===== src/rtl/rhr_pkg.sv =====
package rhr_pkg;

  typedef enum logic [1:0] {
    ST_IDLE   = 2'd0,
    ST_BUSY   = 2'd1,
    ST_REPORT = 2'd2
  } rhr_state_e;

endpackage


===== src/rtl/rhr_reset_sync.sv =====
module rhr_reset_sync #(
  parameter int STAGES = 2
) (
  input  logic clk,
  input  logic rst_n,
  output logic rst_sync_n
);

  logic [STAGES-1:0] chain_q;

  always_ff @(posedge clk or negedge rst_n) begin
    if (!rst_n) chain_q <= '0;
    else        chain_q <= {chain_q[STAGES-2:0], 1'b1};
  end

  assign rst_sync_n = chain_q[STAGES-1];

endmodule


===== src/rtl/rhr_cmd_sampler.sv =====
module rhr_cmd_sampler #(
  parameter int          CODE_W   = 8,
  parameter logic [7:0]  REQ_CODE = 8'h0F,
  parameter logic [7:0]  CLR_CODE = 8'h00
) (
  input  logic              clk,
  input  logic              rst_n,
  input  logic [CODE_W-1:0] cmd_i,
  output logic              req_hit_o,
  output logic              clr_hit_o
);

  localparam logic [CODE_W-1:0] REQ_W = CODE_W'(REQ_CODE);
  localparam logic [CODE_W-1:0] CLR_W = CODE_W'(CLR_CODE);

  logic [CODE_W-1:0] cmd_q;
  logic              smp_en;

  assign smp_en = 1'b1;

  always_ff @(posedge clk or negedge rst_n) begin
    if (!rst_n)      cmd_q <= '0;
    else if (smp_en) cmd_q <= cmd_i;
  end

  assign req_hit_o = (cmd_q == REQ_W);
  assign clr_hit_o = (cmd_q == CLR_W);

endmodule


===== src/rtl/rhr_seq_fsm.sv =====
module rhr_seq_fsm
  import rhr_pkg::*;
(
  input  logic       clk,
  input  logic       rst_n,
  input  logic       req_hit_i,
  input  logic       clr_hit_i,
  input  logic       cal_done_i,
  output rhr_state_e state_o,
  output rhr_state_e next_o
);

  rhr_state_e state_q, state_d;

  always_comb begin
    state_d = state_q;
    unique case (state_q)
      ST_IDLE:   if (req_hit_i)  state_d = ST_BUSY;
      ST_BUSY:   if (cal_done_i) state_d = ST_REPORT;
      ST_REPORT: if (clr_hit_i)  state_d = ST_IDLE;
      default:                   state_d = ST_IDLE;
    endcase
  end

  always_ff @(posedge clk or negedge rst_n) begin
    if (!rst_n) state_q <= ST_IDLE;
    else        state_q <= state_d;
  end

  assign state_o = state_q;
  assign next_o  = state_d;

endmodule


===== src/rtl/rhr_status_out.sv =====
module rhr_status_out
  import rhr_pkg::*;
#(
  parameter int         CODE_W    = 8,
  parameter logic [7:0] IDLE_CODE = 8'h00,
  parameter logic [7:0] ACK_CODE  = 8'h07,
  parameter logic [7:0] DONE_CODE = 8'h08
) (
  input  logic              clk,
  input  logic              rst_n,
  input  rhr_state_e        state_i,
  input  rhr_state_e        next_i,
  output logic [CODE_W-1:0] status_o,
  output logic              start_o
);

  logic [CODE_W-1:0] status_d, status_q;
  logic              start_d, start_q;

  always_comb begin
    unique case (next_i)
      ST_BUSY:   status_d = CODE_W'(ACK_CODE);
      ST_REPORT: status_d = CODE_W'(DONE_CODE);
      default:   status_d = CODE_W'(IDLE_CODE);
    endcase
    start_d = (state_i == ST_IDLE) && (next_i == ST_BUSY);
  end

  always_ff @(posedge clk or negedge rst_n) begin
    if (!rst_n) begin
      status_q <= '0;
      start_q  <= 1'b0;
    end else begin
      status_q <= status_d;
      start_q  <= start_d;
    end
  end

  assign status_o = status_q;
  assign start_o  = start_q;

endmodule


===== src/rtl/rst_handshake_responder.sv =====
module rst_handshake_responder
  import rhr_pkg::*;
#(
  parameter int         CODE_W      = 8,
  parameter int         SYNC_STAGES = 2,
  parameter logic [7:0] REQ_CODE    = 8'h0F,
  parameter logic [7:0] ACK_CODE    = 8'h07,
  parameter logic [7:0] DONE_CODE   = 8'h08,
  parameter logic [7:0] IDLE_CODE   = 8'h00
) (
  input  logic              clk,
  input  logic              rst_n,
  input  logic [CODE_W-1:0] cmd_i,
  output logic [CODE_W-1:0] status_o,
  output logic              cal_start_o,
  input  logic              cal_done_i
);

  logic       rst_int_n;
  logic       req_hit, clr_hit;
  rhr_state_e state_cur, state_nxt;

  rhr_reset_sync #(.STAGES(SYNC_STAGES)) u_rst (
    .clk        (clk),
    .rst_n      (rst_n),
    .rst_sync_n (rst_int_n)
  );

  rhr_cmd_sampler #(
    .CODE_W   (CODE_W),
    .REQ_CODE (REQ_CODE),
    .CLR_CODE (IDLE_CODE)
  ) u_smp (
    .clk       (clk),
    .rst_n     (rst_int_n),
    .cmd_i     (cmd_i),
    .req_hit_o (req_hit),
    .clr_hit_o (clr_hit)
  );

  rhr_seq_fsm u_fsm (
    .clk        (clk),
    .rst_n      (rst_int_n),
    .req_hit_i  (req_hit),
    .clr_hit_i  (clr_hit),
    .cal_done_i (cal_done_i),
    .state_o    (state_cur),
    .next_o     (state_nxt)
  );

  rhr_status_out #(
    .CODE_W    (CODE_W),
    .IDLE_CODE (IDLE_CODE),
    .ACK_CODE  (ACK_CODE),
    .DONE_CODE (DONE_CODE)
  ) u_out (
    .clk      (clk),
    .rst_n    (rst_int_n),
    .state_i  (state_cur),
    .next_i   (state_nxt),
    .status_o (status_o),
    .start_o  (cal_start_o)
  );

endmodule


===== config.mk =====
export PLATFORM = sky130hd
export DESIGN_NAME = rst_handshake_responder
export DESIGN_NICKNAME = d
export VERILOG_FILES = /design/src/rtl/rhr_pkg.sv /design/src/rtl/rhr_reset_sync.sv /design/src/rtl/rhr_cmd_sampler.sv /design/src/rtl/rhr_seq_fsm.sv /design/src/rtl/rhr_status_out.sv /design/src/rtl/rst_handshake_responder.sv
export SDC_FILE = /design/constraint.sdc
export NUM_CORES = 1
export LEC_CHECK = 0
export BUFFER_PORTS_ARGS = -buffer_cell sky130_fd_sc_hd__buf_4
export CAP_MARGIN = 20
export CORE_AREA = 5 5 42 44
export CTS_CLUSTER_DIAMETER = 60
export CTS_CLUSTER_SIZE = 14
export DETAILED_ROUTE_END_ITERATION = 8
export DIE_AREA = 0 0 47 49
export PLACE_DENSITY = 0.73
export SYNTH_ARGS = -nofsm -noshare
export SYNTH_HDL_FRONTEND = slang
export SYNTH_SLANG_ARGS = --single-unit

===== constraint.sdc =====
create_clock -name clk -period 0.8 [get_ports clk]
set_input_delay 0 -clock clk [delete_from_list [all_inputs] [get_ports clk]]
set_output_delay 0 -clock clk [all_outputs]
set_load 0.005 [all_outputs]

==> Yosys cells after proc, flatten, opt, wreduce, memory -nomap -nowiden <==
Cells that the tools add are included.
{ "word_totals": {"register_bits": 17, "inputBits": 11, "out_inout_bits": 9, "elab_cells": 18} }
{ "op_classes": {"eq_ne": 5, "n_mux": 5, "n_reduce_logical": 3} }
{ "op_table": {"columns": ["cell", "count"], "rows": [
  ["$eq A8 B4 Y1 const B", 1],
  ["$logic_not A8 Y1", 1],
  ["$pmux W4 S2", 1],
  ["$mux W2", 3],
  ["$pmux W2 S3", 1],
  ["$eq A2 B1 Y1 const B", 2],
  ["$eq A2 B2 Y1 const B", 2],
  ["$logic_not A2 Y1", 1],
  ["$logic_and A1 B1 Y1", 1]
]} }

==> Depth between registers and ports, before layout <==
Gate-level depths: netlist of the first run.
{ "logic_depth": {"ltp_word": 5, "ltp_mapped": 3, "ltp_nobuf": 3} }

==> Cells and area by module <==
Synthesis of the first run repeated with hierarchy kept, for this count alone.
{ "hier_totals": {"hier_cells": 37, "area_unflattened_um2": 528.0} }
{ "by_module_without_submodules": {"columns": ["module", "n_inst", "cells_each", "area_each_um2", "seq_area_each_um2"], "rows": [
  ["rhr_cmd_sampler", 1, 13, 232.7, 200.2],
  ["rhr_status_out", 1, 13, 151.4, 75.1],
  ["rhr_seq_fsm", 1, 8, 90.1, 50.0],
  ["rhr_reset_sync", 1, 3, 53.8, 50.0]
]} }

==> Least setup slack after synthesis of the first run <==
Ideal clock, no wire load.
{ "synth_timing": {"kind": "reg-to-reg", "from": "register u_smp.cmd_q[5]", "to": "register u_fsm.state_q[0], in the netlist u_fsm.state_o[0]", "setup_ns": 0.064, "arrival_time_ns": 1.224, "required_ns": 0.736, "slack_ns": -0.488, "path_stages_with_launch": 4, "n_path_buf": 0, "period_less_slack_ns": 1.288, "cell_sequence": "dfrtp_1 or4_4 nor4_4 a21o_1"} }
{ "synth_via": {"elab_chain_cells": 3, "word_cells_on_any_way": 5, "classes_between": "eq/ne (1); mux (3); reduce/logical (1)"} }
{ "synth_lines": {"columns": ["element", "line_no", "rtl"], "rows": [
  ["start, declared", "rhr_cmd_sampler.sv:16", "logic [CODE_W-1:0] cmd_q;"],
  ["start signal, assigned", "rhr_cmd_sampler.sv:23", "else if (smp_en) cmd_q <= cmd_i;"],
  ["$eq A8 B4 Y1 / $logic_not A8 Y1 (equally long branches)", "rhr_cmd_sampler.sv:26, rhr_cmd_sampler.sv:27", null],
  ["$mux W2 (on tied branches)", "rhr_seq_fsm.sv:18, rhr_seq_fsm.sv:20", null],
  ["$pmux W2 S3 (*)", "rhr_seq_fsm.sv:17", "unique case (state_q)"],
  ["via state_nxt[0]", "rst_handshake_responder.sv:21", "rhr_state_e state_cur, state_nxt;"],
  ["end signal, assigned", "rhr_seq_fsm.sv:27", "else state_q <= state_d;"],
  ["end, declared", "rhr_seq_fsm.sv:13", "rhr_state_e state_q, state_d;"]
]} }
The timed path passes the listed nets; every way through them passes the cells marked *.

==> Worst setup path in the final report of the first run <==
Ends and elaborated chain as after synthesis.

==> results_tabular.tex, run 1 <==
\begin{tabular}{lr}
\hline
Metric & Value \\
\hline
\multicolumn{2}{l}{\textbf{Synthesis}} \\
Post-synthesis sequential area ratio & 0.728 \\
Total of warnings raised by yosys & 0 \\
Synth Cell Area & $\sim$520 µm² \\
Post-Syn Area per Cell & $\sim$15 µm² \\
Netlist cell types & 11 \\
Number of cells produced by synthesis & 34 \\
Count of state elements after synthesis & 15 \\
\multicolumn{2}{l}{\textbf{Clock tree}} \\
Maximum buffer depth of the clock tree & 2 \\
Number of clock sinks seen by CTS & 15 \\
Clock input transition at the sequential cells of the worst setup and hold paths & $\sim$90 ps \\
Clock tree from TritonCTS & done \\
Num CTS Buffers & 3 \\
CTS root buffer & sky130\_fd\_sc\_hd\_\_clkbuf\_4 \\
Later-pin clock latency in the skew report & $\sim$280 ps \\
Maximum level of the CTS H-tree & 1 \\
\multicolumn{2}{l}{\textbf{Critical path}} \\
Register-to-register setup slack & -500 ps \\
Critical R2R Capture & u\_fsm.state\_o[0] \\
CP Class & flop to flop \\
Arrival time at the worst endpoint & 1520 ps \\
Startpoint class of the critical path & flop \\
R2r startpoint & u\_smp.cmd\_q[5] \\
Peak fanout along the critical path & 3 \\
Worst r2r path cells & 3 \\
Sort of element at the end of the critical path & flop \\
Required time at the endpoint of the critical path & slightly above 1000 ps \\
\multicolumn{2}{l}{\textbf{Finish}} \\
Fraction of final layout cells sized beyond drive strength 1 & 0.387 \\
Layout fillers & around 120 \\
Core Util, Final & 0.556 \\
Post-Layout Cell Count & between 70 and 80 \\
Number of antenna cells inserted & 0 \\
Net count, final & 74 \\
Synthesis-to-finish area growth & 51.2\% \\
\multicolumn{2}{l}{\textbf{Timing}} \\
Minimum period implied by the final worst setup slack & 1300 ps \\
Top achievable clock speed & between 700 and 800 MHz \\
Final sum of negative setup slack & -2400 ps \\
Slack of the critical path & -496 ps \\
Final cycle utilization of the critical path & 1.62 \\
Setup skew after layout & 6.27 ps \\
Worst hold slack & 18.4 ps \\
Setup violators final & 8 \\
Setup repair after global routing missed its margin & yes \\
Final hold violation count & 0 \\
Final Slew Violations & 0 \\
\multicolumn{2}{l}{\textbf{Pwr}} \\
IR Drop Worst-Case VDD & $\sim$1 mV \\
Total leakage power & 0.376 nW \\
Net switching component of the power & around 0.3 mW \\
Seq pwr share & 0.604 \\
Switching fraction of total power & 0.217 \\
Total power of the final layout & around 1.4 mW \\
Power per cell area & roughly 1800 nW/µm² \\
Combinational group share of total power & 0.095 \\
Internal power consumption & roughly 1.1 mW \\
Part of the power in the clock network & 0.301 \\
\multicolumn{2}{l}{\textbf{Global routing}} \\
Number of global-route vias before repair & between 300 and 400 \\
Initial antenna violation count & 0 \\
Overflow left after global routing & 0 \\
Wire length of the first global-routing pass & $\sim$1200 µm \\
Pin count of the biggest net entering global routing & 14 \\
Global Route Usage Sum & 0.0778 \\
\multicolumn{2}{l}{\textbf{Floorplanning}} \\
Vertical die dimension & roughly 49 µm \\
I/O pins & 20 \\
Core ar. & 1400 µm² \\
Initial core utilization & 0.368 \\
Die span in x & about 47 µm \\
Area enclosed by the die boundary & roughly 2300 µm² \\
Placement Rows & 14 \\
\multicolumn{2}{l}{\textbf{Detailed routing}} \\
Antenna violation net count after detailed routing & 0 \\
Total met3 wirelength after detailed routing & 95 µm \\
Wire length on met1 & around 250 µm \\
Uppermost routed layer & met4 \\
Wire per inst & $\sim$9.4 µm \\
Number of design-rule violations left by the first detailed-router iteration & 4 \\
Vias per std cell & between 4 and 5 \\
Sum of routed wire length over all layers & approximately 730 µm \\
Length of the first detailed-routing pass in iterations & 4 \\
Overall via count from detail\_route & 334 \\
Met2 wire len & between 300 and 400 µm \\
Post-route DRC & 0 \\
\multicolumn{2}{l}{\textbf{Placed design}} \\
Final RePlAce weighted congestion & between 0.6 and 0.7 \\
IO Port Bufs & 15 \\
Placed cell count & 63 \\
\multicolumn{2}{l}{\textbf{Min path}} \\
Class of the tightest hold or removal check & primary input to asynchronous set/reset pin \\
\multicolumn{2}{l}{\textbf{Outcome}} \\
Result of the run & complete, but fails checks \\
Failing checks & setup timing \\
\multicolumn{2}{l}{\textbf{Run}} \\
Maximum Capacitance Violations & 0 \\
\hline
\end{tabular}
## cell usage after synthesis, drive strengths merged
library cell	instances	area share
buf	6	0.087
o21ai	3	0.029
nand4	1	0.012
conb	2	0.015
dfrtp	15	0.73
or4	2	0.036
nor4	1	0.041
a21o	2	0.029
nand3b	1	0.015
nor2	1	0.0073
## registers in the layout, indices dropped and copies added (netlist names)
signal,cells
u_rst.chain_q,2
u_out.status_o,2
u_out.start_o,1
u_fsm.state_o,2
u_smp.cmd_q,8
## per-layer routing
layer  vias to the layer above  GRT usage
li1                        158          -
met1                       154     0.0684
met2                        20      0.122
met3                         2     0.0369
met4                         0     0.0691
met5                         -          0
## metrics by stage
stage | setup WS, ps | instance area, µm²
floorplan | -424 | 531
global placement | -478 | 626
detailed placement | -486 | 626
CTS | -509 | 764
global route | -555 | 779
finish | -496 | 779
## cells in the final DEF, fill, tap and decap left out, drive strengths merged
cell type / instances
buf: 17
dfrtp: 15
dlygate4sd3: 10
conb: 5
clkbuf: 3
o21ai: 3
a21o: 2
or4: 2
nor2: 1
nand4: 1
nor4: 1
nand3b: 1
clkinv: 1
## cell type report
type / count / area [µm²] / share of cell area
clock buffer: 3 / 22.5 / 0.0289
timing repair buffer: 27 / 246 / 0.316
tap: 16 / 20.0 / 0.0257
clock inverter: 1 / 5.00 / 0.00642
sequential: 15 / 375 / 0.482
multi-input combinational: 16 / 110 / 0.141
## power groups by stage
stage	sequential, mW	combinational [mW]	clock, mW
final	0.832	0.130	0.415
after global routing	0.842	0.143	0.474
after CTS	0.832	0.122	0.438
after detailed placement	0.848	0.0818	0
after global placement	0.847	0.0812	0
after floorplan	0.843	0.0422	0
## what timing repair did
item,in CTS,in global routing
setup buffers,0,1
gates resized for setup,5,2
hold buffers,10,0
setup endpoints to repair,8,10
hold endpoints to repair,12,0
## how the worst max path moves through the flow
stage / start / to / slack [ps]
after floorplan: u_smp.cmd_q[5] / u_fsm.state_o[0] / -420
after global placement: u_smp.cmd_q[5] / u_fsm.state_o[0] / -480
after detailed placement: u_smp.cmd_q[5] / u_fsm.state_o[0] / -490
after CTS: u_smp.cmd_q[5] / u_fsm.state_o[0] / -510
after global routing: u_smp.cmd_q[5] / u_fsm.state_o[0] / -560
final: u_smp.cmd_q[5] / u_fsm.state_o[0] / -500
## critical path, stage by stage, from the launching register on
cell	delay (ps)
sky130_fd_sc_hd__dfrtp_1	370
sky130_fd_sc_hd__or4_4	560
sky130_fd_sc_hd__nor4_4	190
sky130_fd_sc_hd__a21o_1	120
## cell families after synthesis
| kind of cell | share of synthesized area |
|---|---|
| other | 0.0146 |
| DFF | 0.728 |
| buffers and inverters | 0.0874 |
| and+or+nand+nor | 0.112 |
| AOI/OAI and AO/OA | 0.0582 |
Power figures use the tool's default switching activity.
==> run 2, diff against run 1 <==
BUFFER_PORTS_ARGS = default   (was -buffer_cell sky130_fd_sc_hd__buf_4)
DONT_BUFFER_PORTS = 1   (was default)
PLACE_DENSITY = 0.6   (was 0.73)
==> results_tabular.tex, run 2 (synthesized netlist as in run 1, its figures left out) <==
\begin{tabular}{lr}
\hline
Metric & Value \\
\hline
\multicolumn{2}{l}{\textbf{Outcome}} \\
Result of the run & complete, but fails checks \\
Failing checks & setup timing \\
\multicolumn{2}{l}{\textbf{Global routing}} \\
Overflow left after global routing & 0 (unchanged) \\
GR met3 Demand/Resource & 0.0221 (-0.0148) \\
Number of global-route vias before repair & 330 (+3.8\%) \\
Met1 Usage GRT & 0.0794 (+0.0110) \\
Initial antenna violation count & 0 (unchanged) \\
Busiest grt layer & met2 \\
Met2 Track Usage GR & 0.149 (+0.0271) \\
Global Route Usage Sum & 0.0847 (+0.00696) \\
Pin count of the biggest net entering global routing & 9 (-5) \\
Wire length of the first global-routing pass & 1350 µm (+13\%) \\
\multicolumn{2}{l}{\textbf{Detailed routing}} \\
Wire per inst & 12.5 µm (+33\%) \\
Post-route DRC & 0 (unchanged) \\
Length of the first detailed-routing pass in iterations & 2 (-2) \\
Overall via count from detail\_route & 289 (-13\%) \\
Antenna violation net count after detailed routing & 0 (unchanged) \\
Number of design-rule violations left by the first detailed-router iteration & 4 (unchanged) \\
Sum of routed wire length over all layers & 812 µm (+11\%) \\
Vias per std cell & 4.45 (+3.8\%) \\
\multicolumn{2}{l}{\textbf{Clock tree}} \\
Later-pin clock latency in the skew report & 270 ps (about the same) \\
Clock input transition at the sequential cells of the worst setup and hold paths & 80 ps (about the same) \\
CTS root buffer & sky130\_fd\_sc\_hd\_\_clkbuf\_4 \\
Maximum level of the CTS H-tree & 1 (unchanged) \\
Num CTS Buffers & 3 (unchanged) \\
Number of clock sinks seen by CTS & 15 (unchanged) \\
Buffer count from post-CTS setup fixing & 0 (unchanged) \\
Clock tree from TritonCTS & done \\
Maximum buffer depth of the clock tree & 2 (unchanged) \\
\multicolumn{2}{l}{\textbf{Critical path}} \\
Peak fanout along the critical path & 3 (unchanged) \\
Max incr delay on CP & 560 ps (about the same) \\
Required time at the endpoint of the critical path & 1020 ps (about the same) \\
Sort of element at the end of the critical path & flop \\
CP Class & flop to flop \\
Master of the slowest instance on the critical path & sky130\_fd\_sc\_hd\_\_or4\_4 \\
Arrival time at the worst endpoint & 1540 ps (+20 ps) \\
Startpoint class of the critical path & flop \\
Worst r2r path cells & 3 (unchanged) \\
Register-to-register setup slack & -530 ps (-30 ps) \\
Cell-by-cell listing of the critical path & or4\_4, nor4\_4, a21o\_1 \\
\multicolumn{2}{l}{\textbf{Finish}} \\
Final design instance area without fill & 668 µm² (-14\%) \\
Net count, final & 61 (-18\%) \\
Most frequent standard cell in the layout excluding fill and tap cells & sky130\_fd\_sc\_hd\_\_dfrtp\_1 \\
Commonest cells after routing, fill and taps aside & sky130\_fd\_sc\_hd\_\_dfrtp\_1 (15), sky130\_fd\_sc\_hd\_\_dlygate4sd3\_1 (11), sky130\_fd\_sc\_hd\_\_conb\_1 (5), sky130\_fd\_sc\_hd\_\_clkbuf\_4 (3), sky130\_fd\_sc\_hd\_\_buf\_4 (3) \\
Largest register by flop count & u\_smp.cmd\_q \\
Core Util, Final & 0.477 (-0.0795) \\
Synthesis-to-finish area growth & 29.6\% \\
Multi-input logic area & 114 µm² (+3.4\%) \\
Area occupied by registers & 375 µm² (unchanged) \\
Fraction of final layout cells sized beyond drive strength 1 & 0.204 (-0.183) \\
Post-Layout Cell Count & 65 (-17\%) \\
Layout fillers & 135 (+13\%) \\
Flip-flop count of the largest register after layout & 8 (unchanged) \\
Number of antenna cells inserted & 0 (unchanged) \\
\multicolumn{2}{l}{\textbf{Floorplanning}} \\
Initial core utilization & 0.368 (unchanged) \\
Placement Rows & 14 (unchanged) \\
Area enclosed by the die boundary & 2300 µm² (unchanged) \\
Core ar. & 1400 µm² (unchanged) \\
Die span in x & 47 µm (unchanged) \\
Vertical die dimension & 49 µm (unchanged) \\
I/O pins & 20 (unchanged) \\
\multicolumn{2}{l}{\textbf{Timing}} \\
Final Slew Violations & 0 (unchanged) \\
Minimum period implied by the final worst setup slack & 1330 ps (+29.7 ps) \\
Final cycle utilization of the critical path & 1.66 (+0.0372) \\
Top achievable clock speed & 754 MHz (-2.2\%) \\
Slack of the critical path & -526 ps (-29.7 ps) \\
Setup repair after global routing missed its margin & yes \\
Setup skew after layout & 1.56 ps (-4.71 ps) \\
Final sum of negative setup slack & -2410 ps (-11.5 ps) \\
Final hold violation count & 0 (unchanged) \\
Setup violators final & 5 (-3) \\
\multicolumn{2}{l}{\textbf{Pwr}} \\
Total power of the final layout & 1.34 mW (-3.0\%) \\
Total leakage power & 0.306 nW (-19\%) \\
Power per cell area & 2000 nW/µm² (+13\%) \\
IR Drop Worst-Case VDD & 1.04 mV (+1.6\%) \\
\multicolumn{2}{l}{\textbf{Min path}} \\
Class of the tightest hold or removal check & flop to asynchronous set/reset pin \\
\multicolumn{2}{l}{\textbf{Run}} \\
Maximum Capacitance Violations & 0 (unchanged) \\
\multicolumn{2}{l}{\textbf{Placed design}} \\
IO Port Bufs & 0 (-15) \\
Final RePlAce weighted congestion & 0.562 (-11\%) \\
Placed cell count & 50 (-21\%) \\
DP Wirelength & about 560 µm \\
Post-DP Area & 528 µm² (-16\%) \\
\hline
\end{tabular}
## run 2: cell types whose count changed in the layout (fill, tap and decap cells not counted)
cell and delta:
sky130_fd_sc_hd__buf_6 -5, sky130_fd_sc_hd__or4_1 -1, sky130_fd_sc_hd__dlygate4sd3_1 +1, sky130_fd_sc_hd__buf_4 -9, sky130_fd_sc_hd__clkinv_2 -1, sky130_fd_sc_hd__or4_4 +1, sky130_fd_sc_hd__clkbuf_1 +1
## run 2: timing repair
| action | 4_1_cts | 5_1_grt |
|---|---|---|
| setup endpoints to repair | 5 | 5 |
| hold buffers | 11 | 0 |
| resized for setup | 2 | 1 |
| hold endpoints to repair | 14 | 0 |
## run 2: cell type report
cell class              count  share of cell area
well taps                  16              0.0300
clock buffers               4              0.0393
flip-flops and latches     15               0.562
multi-input cells          16               0.170
repair buffers             14               0.199
## run 2: path summary, 6_finish.rpt
path                                       start                 to
worst max-delay path              u_smp.cmd_q[5]  u_out.status_o[2]
worst min-delay path            u_rst.chain_q[1]     u_smp.cmd_q[1]
worst max register to register    u_smp.cmd_q[5]  u_out.status_o[2]
worst min register to register  u_rst.chain_q[1]     u_smp.cmd_q[1]
max in group asynchronous                  rst_n   u_rst.chain_q[1]
min in group clk                        cmd_i[5]     u_smp.cmd_q[5]
## run 2: power by group
group,internal (mW),switching (mW)
combinational,0.0582,0.0351
sequential,0.798,0.0309
clock,0.193,0.220
## run 2: metal layers
layer  vias up  part of all wire
met5         -                 0
li1        134                 -
met2        13              0.56
met3         0             0.096
met4         0                 0
met1       142              0.34
## run 2: stage by stage
stage	hold WS, ps	setup slack (ps)
floorplan	-296	-424
global placement	-296	-450
detailed placement	-296	-509
CTS	96.7	-526
global route	126	-574
finish	95.4	-526
## run 2: worst max-delay path: cells and delay by family, from the launching register on
family          cells  cell delay, ps
simple gates        2             770
flops               1             370
compound gates      1             130
